**config.mk**
```make
export PLATFORM = sky130hd
export DESIGN_NAME = stat_flag_unit
export DESIGN_NICKNAME = d
export VERILOG_FILES = /design/src/rtl/stat_flag_pkg.sv /design/src/rtl/stat_flag_parity.sv /design/src/rtl/stat_flag_calc.sv /design/src/rtl/stat_flag_reg.sv /design/src/rtl/stat_flag_unit.sv
export SDC_FILE = /design/constraint.sdc
export NUM_CORES = 1
export LEC_CHECK = 0
export BUFFER_PORTS_ARGS = -buffer_cell sky130_fd_sc_hd__buf_4
export CAP_MARGIN = 25
export CORE_MARGIN = 2
export CORE_UTILIZATION = 30
export CTS_CLUSTER_DIAMETER = 150
export DETAILED_ROUTE_END_ITERATION = 10
export GPL_TIMING_DRIVEN = 0
export PLACE_DENSITY = 0.89
export SLEW_MARGIN = 10
export SYNTH_ARGS = -nofsm -noshare
export SYNTH_HDL_FRONTEND = slang
export SYNTH_SLANG_ARGS = --single-unit
```
**constraint.sdc**
```tcl
create_clock -name clk_i -period 1.2 [get_ports clk_i]
set_input_delay 0 -clock clk_i [delete_from_list [all_inputs] [get_ports clk_i]]
set_output_delay 0 -clock clk_i [all_outputs]
set_load 0.01 [all_outputs]
```
**src/rtl/stat_flag_pkg.sv**
```systemverilog
package stat_flag_pkg;
  localparam int unsigned DATA_W = 32;
  localparam int unsigned FLAG_W = 32;
  localparam int unsigned PAR_W  = 8;
  localparam int unsigned IDX_W  = $clog2(FLAG_W);
  localparam int unsigned AUX_B  = 4;

  localparam int unsigned CF_POS = 0;
  localparam int unsigned RS_POS = 1;
  localparam int unsigned PF_POS = 2;
  localparam int unsigned AF_POS = 4;
  localparam int unsigned ZF_POS = 6;
  localparam int unsigned SF_POS = 7;
  localparam int unsigned DF_POS = 10;
  localparam int unsigned OF_POS = 11;

  localparam logic [FLAG_W-1:0] RESET_VAL = FLAG_W'(1) << RS_POS;
  localparam logic [FLAG_W-1:0] WR_MASK =
      (FLAG_W'(1) << CF_POS) | (FLAG_W'(1) << PF_POS) | (FLAG_W'(1) << AF_POS) |
      (FLAG_W'(1) << ZF_POS) | (FLAG_W'(1) << SF_POS) | (FLAG_W'(1) << DF_POS) |
      (FLAG_W'(1) << OF_POS);

  typedef enum logic [1:0] {
    OP_ADD = 2'd0, OP_SUB = 2'd1, OP_LOGIC = 2'd2, OP_LOGIC_ALT = 2'd3
  } op_kind_e;

  typedef enum logic [1:0] {
    SZ_BYTE = 2'd0, SZ_HALF = 2'd1, SZ_WORD = 2'd2, SZ_WORD_ALT = 2'd3
  } op_size_e;

  typedef struct packed {
    logic of;
    logic sf;
    logic zf;
    logic af;
    logic pf;
    logic cf;
  } arith_flags_t;
endpackage

```
**src/rtl/stat_flag_parity.sv**
```systemverilog
module stat_flag_parity #(
  parameter int unsigned W = 8
) (
  input  logic [W-1:0] d_i,
  output logic         even_o
);
  logic [W:0] chain;
  assign chain[0] = 1'b0;
  for (genvar i = 0; i < W; i++) begin : g_x
    assign chain[i+1] = chain[i] ^ d_i[i];
  end
  assign even_o = ~chain[W];
endmodule

```
**src/rtl/stat_flag_calc.sv**
```systemverilog
module stat_flag_calc
  import stat_flag_pkg::*;
(
  input  logic [DATA_W-1:0] a_i,
  input  logic [DATA_W-1:0] b_i,
  input  logic [DATA_W:0]   res_i,
  input  logic [1:0]        size_i,
  input  logic [1:0]        kind_i,
  output arith_flags_t      flags_o,
  output logic              logic_op_o
);
  localparam int unsigned MSB_W = $clog2(DATA_W) + 1;

  op_kind_e          kind;
  logic [MSB_W-1:0]  msb;
  logic [DATA_W:0]   a_x, b_x;
  logic [DATA_W-1:0] mask, res_t;
  logic              carry_n, aux_c, sa, sb, sr, ovf, par_even;

  assign kind = op_kind_e'(kind_i);
  assign a_x  = {1'b0, a_i};
  assign b_x  = {1'b0, b_i};

  always_comb begin
    unique case (op_size_e'(size_i))
      SZ_BYTE: msb = MSB_W'(7);
      SZ_HALF: msb = MSB_W'(15);
      default: msb = MSB_W'(DATA_W - 1);
    endcase
  end

  assign mask  = {DATA_W{1'b1}} >> (MSB_W'(DATA_W - 1) - msb);
  assign res_t = res_i[DATA_W-1:0] & mask;

  // carry/borrow into bit msb+1 recovered from sum bit identity
  assign carry_n = res_i[msb + 1'b1] ^ a_x[msb + 1'b1] ^ b_x[msb + 1'b1];
  assign aux_c   = res_i[AUX_B] ^ a_i[AUX_B] ^ b_i[AUX_B];

  assign sa = a_i[msb[MSB_W-2:0]];
  assign sb = b_i[msb[MSB_W-2:0]];
  assign sr = res_i[msb[MSB_W-2:0]];

  always_comb begin
    unique case (kind)
      OP_ADD:  ovf = (sa == sb) && (sr != sa);
      OP_SUB:  ovf = (sa != sb) && (sr != sa);
      default: ovf = 1'b0;
    endcase
  end

  stat_flag_parity #(.W(PAR_W)) u_par (
    .d_i   (res_t[PAR_W-1:0]),
    .even_o(par_even)
  );

  assign logic_op_o = (kind == OP_LOGIC) || (kind == OP_LOGIC_ALT);

  always_comb begin
    flags_o.cf = logic_op_o ? 1'b0 : carry_n;
    flags_o.of = ovf;
    flags_o.af = aux_c;
    flags_o.pf = par_even;
    flags_o.zf = (res_t == '0);
    flags_o.sf = sr;
  end
endmodule

```
**src/rtl/stat_flag_reg.sv**
```systemverilog
module stat_flag_reg
  import stat_flag_pkg::*;
(
  input  logic              clk_i,
  input  logic              rst_ni,
  input  logic              upd_i,
  input  arith_flags_t      next_i,
  input  logic              keep_af_i,
  input  logic              bit_set_i,
  input  logic              bit_clr_i,
  input  logic [IDX_W-1:0]  bit_idx_i,
  output logic [FLAG_W-1:0] flags_o
);
  logic cmd;
  assign cmd = bit_set_i | bit_clr_i;

  for (genvar i = 0; i < FLAG_W; i++) begin : g_bit
    if (WR_MASK[i]) begin : g_wr
      logic nv, en, hit, bit_q;
      if (i == CF_POS) begin : g_cf
        assign nv = next_i.cf; assign en = 1'b1;
      end else if (i == PF_POS) begin : g_pf
        assign nv = next_i.pf; assign en = 1'b1;
      end else if (i == AF_POS) begin : g_af
        assign nv = next_i.af; assign en = ~keep_af_i;
      end else if (i == ZF_POS) begin : g_zf
        assign nv = next_i.zf; assign en = 1'b1;
      end else if (i == SF_POS) begin : g_sf
        assign nv = next_i.sf; assign en = 1'b1;
      end else if (i == OF_POS) begin : g_of
        assign nv = next_i.of; assign en = 1'b1;
      end else begin : g_ctl
        assign nv = 1'b0; assign en = 1'b0;
      end
      assign hit = cmd && (bit_idx_i == IDX_W'(i));

      always_ff @(posedge clk_i or negedge rst_ni) begin
        if (!rst_ni)              bit_q <= RESET_VAL[i];
        else if (hit)             bit_q <= bit_set_i;
        else if (upd_i && en)     bit_q <= nv;
      end
      assign flags_o[i] = bit_q;
    end else begin : g_fix
      assign flags_o[i] = RESET_VAL[i];
    end
  end

  assert_hold_R2: assert property (@(posedge clk_i) disable iff (!rst_ni)
    (!upd_i && !cmd) |=> $stable(flags_o));

  assert_dir_only_cmd_R11: assert property (@(posedge clk_i) disable iff (!rst_ni)
    !(cmd && bit_idx_i == IDX_W'(DF_POS)) |=> $stable(flags_o[DF_POS]));

  assert_set_wins_R9: assert property (@(posedge clk_i) disable iff (!rst_ni)
    (bit_set_i && WR_MASK[bit_idx_i]) |=> flags_o[$past(bit_idx_i)]);

  assert_clr_R10: assert property (@(posedge clk_i) disable iff (!rst_ni)
    (bit_clr_i && !bit_set_i && WR_MASK[bit_idx_i]) |=> !flags_o[$past(bit_idx_i)]);
endmodule

```
**src/rtl/stat_flag_unit.sv**
```systemverilog
module stat_flag_unit
  import stat_flag_pkg::*;
(
  input  logic              clk_i,
  input  logic              rst_ni,
  input  logic [DATA_W-1:0] opnd_a_i,
  input  logic [DATA_W-1:0] opnd_b_i,
  input  logic [DATA_W:0]   raw_res_i,
  input  logic [1:0]        op_size_i,
  input  logic [1:0]        op_kind_i,
  input  logic              upd_i,
  input  logic              bit_set_i,
  input  logic              bit_clr_i,
  input  logic [IDX_W-1:0]  bit_idx_i,
  output logic [FLAG_W-1:0] flags_o
);
  arith_flags_t nxt;
  logic         is_logic;

  stat_flag_calc u_calc (
    .a_i       (opnd_a_i),
    .b_i       (opnd_b_i),
    .res_i     (raw_res_i),
    .size_i    (op_size_i),
    .kind_i    (op_kind_i),
    .flags_o   (nxt),
    .logic_op_o(is_logic)
  );

  stat_flag_reg u_reg (
    .clk_i    (clk_i),
    .rst_ni   (rst_ni),
    .upd_i    (upd_i),
    .next_i   (nxt),
    .keep_af_i(is_logic),
    .bit_set_i(bit_set_i),
    .bit_clr_i(bit_clr_i),
    .bit_idx_i(bit_idx_i),
    .flags_o  (flags_o)
  );

  logic cmd_any;
  assign cmd_any = bit_set_i | bit_clr_i;

  assert_logic_clears_R8: assert property (@(posedge clk_i) disable iff (!rst_ni)
    (upd_i && op_kind_i[1] && !cmd_any) |=> (!flags_o[CF_POS] && !flags_o[OF_POS]));

  assert_no_overflow_R7: assert property (@(posedge clk_i) disable iff (!rst_ni)
    (upd_i && !cmd_any && op_kind_i == 2'd0 && op_size_i == 2'd0 &&
     opnd_a_i[7] != opnd_b_i[7]) |=> !flags_o[OF_POS]);

  assert_logic_keeps_af_R8: assert property (@(posedge clk_i) disable iff (!rst_ni)
    (upd_i && op_kind_i[1] && !cmd_any) |=> $stable(flags_o[AF_POS]));
endmodule

```
==> results_dict.tcl <==
set metrics [dict create \
    grt_usage 0.130 \
    slowest_stage "or3_4" \
    drt_pass1_iterations 4 \
    rows 20 \
    drc 0 \
    largest_register "u_reg.g_bit.g_wr.bit_q" \
    drive_gt1_frac 0.516 \
    cp_slowest_stage_delay_ps 360 \
    die-area_um2 3810 \
    clk_pin_slew_ps 50 \
    worst_skew_pair.late_latency_ps 250 \
    holdPathEnd "u_reg.g_bit[2].g_wr.bit_q$_DFFE_PN0P_" \
    clock-sinks 7 \
    p_per_area_nw_per_um2 685 \
    area_delta_synth_final_pct 65.9 \
    required_ps 1330 \
    dp.cells 252 \
    postSynthCellCount 121 \
    r2r_end "u_reg.g_bit[6].g_wr.bit_q$_DFFE_PN0P_" \
    async_flop_share 1.00 \
    largest_register_ffs 7 \
    synthFlopType "dfrtp_1" \
    synth_edf_count 0 \
    wl_per_cell_um 10.2 \
    ys_ff_latch 7 \
    grt_max_degree 11 \
    synth_top_area_cell "buf_4" \
    peakVddDrop_mv 0.493 \
    cts_tree "built" \
    rsz0062_at_grt "false" \
    grt_pass1_wl_um 3700 \
    cts_setup_buffers 0 \
    h-tree-depth 1 \
    reg_top3 "u_reg.g_bit.g_wr.bit_q (7)" \
    rr_worst_depth 3 \
    gp_congestion 0.771 \
    final_net_count 326 \
    avgSynthCellArea_um2 8.25 \
    hold_path.class "input pin to flop" \
    numPortBuffers 64 \
    hold_depth 3 \
    endpoint_kind "flop" \
    fmax_mhz 938 \
    dr.first_iter.drc_count 29 \
    initial_core_util 0.322 \
    dieWidth_um 61.7 \
    overflow 0 \
    vias 1047 \
    core_um2 3100 \
    synth_area_leaders "buf_4 25%, dfrtp_1 18%, xnor2_1 9.6%" \
    nFillCells 309 \
    postCtsResizedCells 0 \
    cp.arrival_ps 1200 \
    antenna_cells 0 \
    worstHoldStart "bit_set_i" \
    p_leak_nw 0.884 \
    synth_top_area_share 0.248 \
    pre_cts_ws_ps -129 \
    synth-seq-area-share 0.175 \
    worstSetupPathType "input pin to flop" \
    utilization 0.534 \
    cp_cell_sequence "buf_4 > o21bai_2 > or3_4 > nor3b_2 > mux2_2" \
    routed_wl_um 2620 \
    grt_pass1_vias 948 \
    clockBufferDepth 2 \
    ys_types 33 \
    finalPower_mw 1.14 \
    drv_cap 0 \
    r2r-start "u_reg.g_bit[6].g_wr.bit_q$_DFFE_PN0P_" \
    period_share 0.889 \
    ys_warn_count 0 \
    dp_hpwl_um 2400 \
    cts_buffers 3 \
    die_y_um 61.7 \
    multi_input_area_um2 642 \
    layoutNonFillerInstCount 257 \
    finalSetupViolations 0 \
    status "finished clean" \
    antenna_found_initial 0 \
    holdBufCountCts 1 \
    period_minus_slack_ps 1070 \
    skew_ps 0 \
    r2r_setup_slack_ps 140 \
    seqCellArea_um2 175 \
    io_pins 143 \
    hold_violations 0 \
    via_per_inst 4.07 \
    syn_area_um2 998 \
    report.final.slew_viol_count 0 \
    layout_setup_ws_ps 133 \
    critPathMaxFanout 3 \
    cts_root_buf "clkbuf_4" \
    ant_nets 0 \
    cp-start-kind "input pin" \
]
-- worst max-delay path by stage --
stage                                                         to                             startpoint
after floorplan           u_reg.g_bit[10].g_wr.bit_q$_DFFE_PN0P_                           bit_idx_i[4]
after global placement    u_reg.g_bit[10].g_wr.bit_q$_DFFE_PN0P_                           bit_idx_i[4]
after detailed placement  u_reg.g_bit[10].g_wr.bit_q$_DFFE_PN0P_                           bit_idx_i[4]
after CTS                  u_reg.g_bit[6].g_wr.bit_q$_DFFE_PN0P_  u_reg.g_bit[6].g_wr.bit_q$_DFFE_PN0P_
after global routing       u_reg.g_bit[6].g_wr.bit_q$_DFFE_PN0P_  u_reg.g_bit[6].g_wr.bit_q$_DFFE_PN0P_
final                     u_reg.g_bit[10].g_wr.bit_q$_DFFE_PN0P_                           bit_idx_i[4]
-- layout by cell type, fill, tap and decap left out, types with 2 or more instances in the layout --
cell	count
mux2i_1	6
nor3b_2	2
mux2_2	4
nand2b_1	4
inv_1	4
xor2_1	2
nor3_1	3
o21ai_1	3
xnor2_1	11
conb_1	25
o21ai_0	2
nor2b_1	4
nor4b_1	2
dfrtp_1	7
nor4_1	6
buf_4	97
nor2_1	4
nand2_1	7
clkbuf_4	3
-- synthesized netlist by cell type, types with 2 or more instances --
| master | n |
|---|---|
| buf_4 | 33 |
| xnor2_1 | 11 |
| dfrtp_1 | 7 |
| nand2_1 | 7 |
| mux2i_1 | 6 |
| nor4_1 | 6 |
| inv_1 | 4 |
| mux2_2 | 4 |
| nand2b_1 | 4 |
| nor2_1 | 4 |
| nor2b_1 | 4 |
| nor3_1 | 3 |
| o21ai_1 | 3 |
| conb_1 | 2 |
| nor3b_2 | 2 |
| nor4b_1 | 2 |
| o21ai_0 | 2 |
| xor2_1 | 2 |
-- cell type report --
cell class,instances,share of cell area
buffer,34,0.153
clock buffer,4,0.0159
inverter,4,0.00906
multi-input combinational,99,0.387
sequential,7,0.106
tap,44,0.0332
timing repair buffer,65,0.296
-- critical path, delay by kind of cell --
kind | cells | cell delay, ps
buffers and inverters | 1 | 100
AOI/OAI and AO/OA | 1 | 190
muxes | 1 | 350
and+or+nand+nor | 2 | 560
-- per-layer routing --
metal	vias to the layer above	part of all wire	track usage
li1	543	-	-
met1	437	0.39	0.148
met2	67	0.47	0.250
met3	0	0.14	0.0228
met4	0	0	0.0274
met5	-	0	0
-- cells by family after synthesis --
family                   Yosys count  share of synthesized area
AND/OR/NAND/NOR                   38                      0.233
buffers and inverters             38                      0.268
XOR/XNOR                          13                      0.114
AO/OA/AOI/OAI                     12                     0.0840
multiplexers                      10                      0.105
flip-flops                         7                      0.175
other                              2                    0.00752
adder cells (fa/ha/maj)            1                     0.0125
-- power by group --
part           internal (mW)  switching (mW)
clock network          0.127          0.0872
logic                  0.388           0.232
registers              0.279          0.0224
total                  0.793           0.342
-- metrics by stage --
step / hold WS [ps] / TNS, ps / cell area (um2)
global route: 37.4 / 0 / 1660
CTS: 24.0 / 0 / 1660
detailed placement: -180 / -240 / 1620
finish: 19.7 / 0 / 1660
floorplan: -296 / 0 / 1080
global placement: -180 / -186 / 1620
No activity file was read; power rests on OpenSTA's default activity.
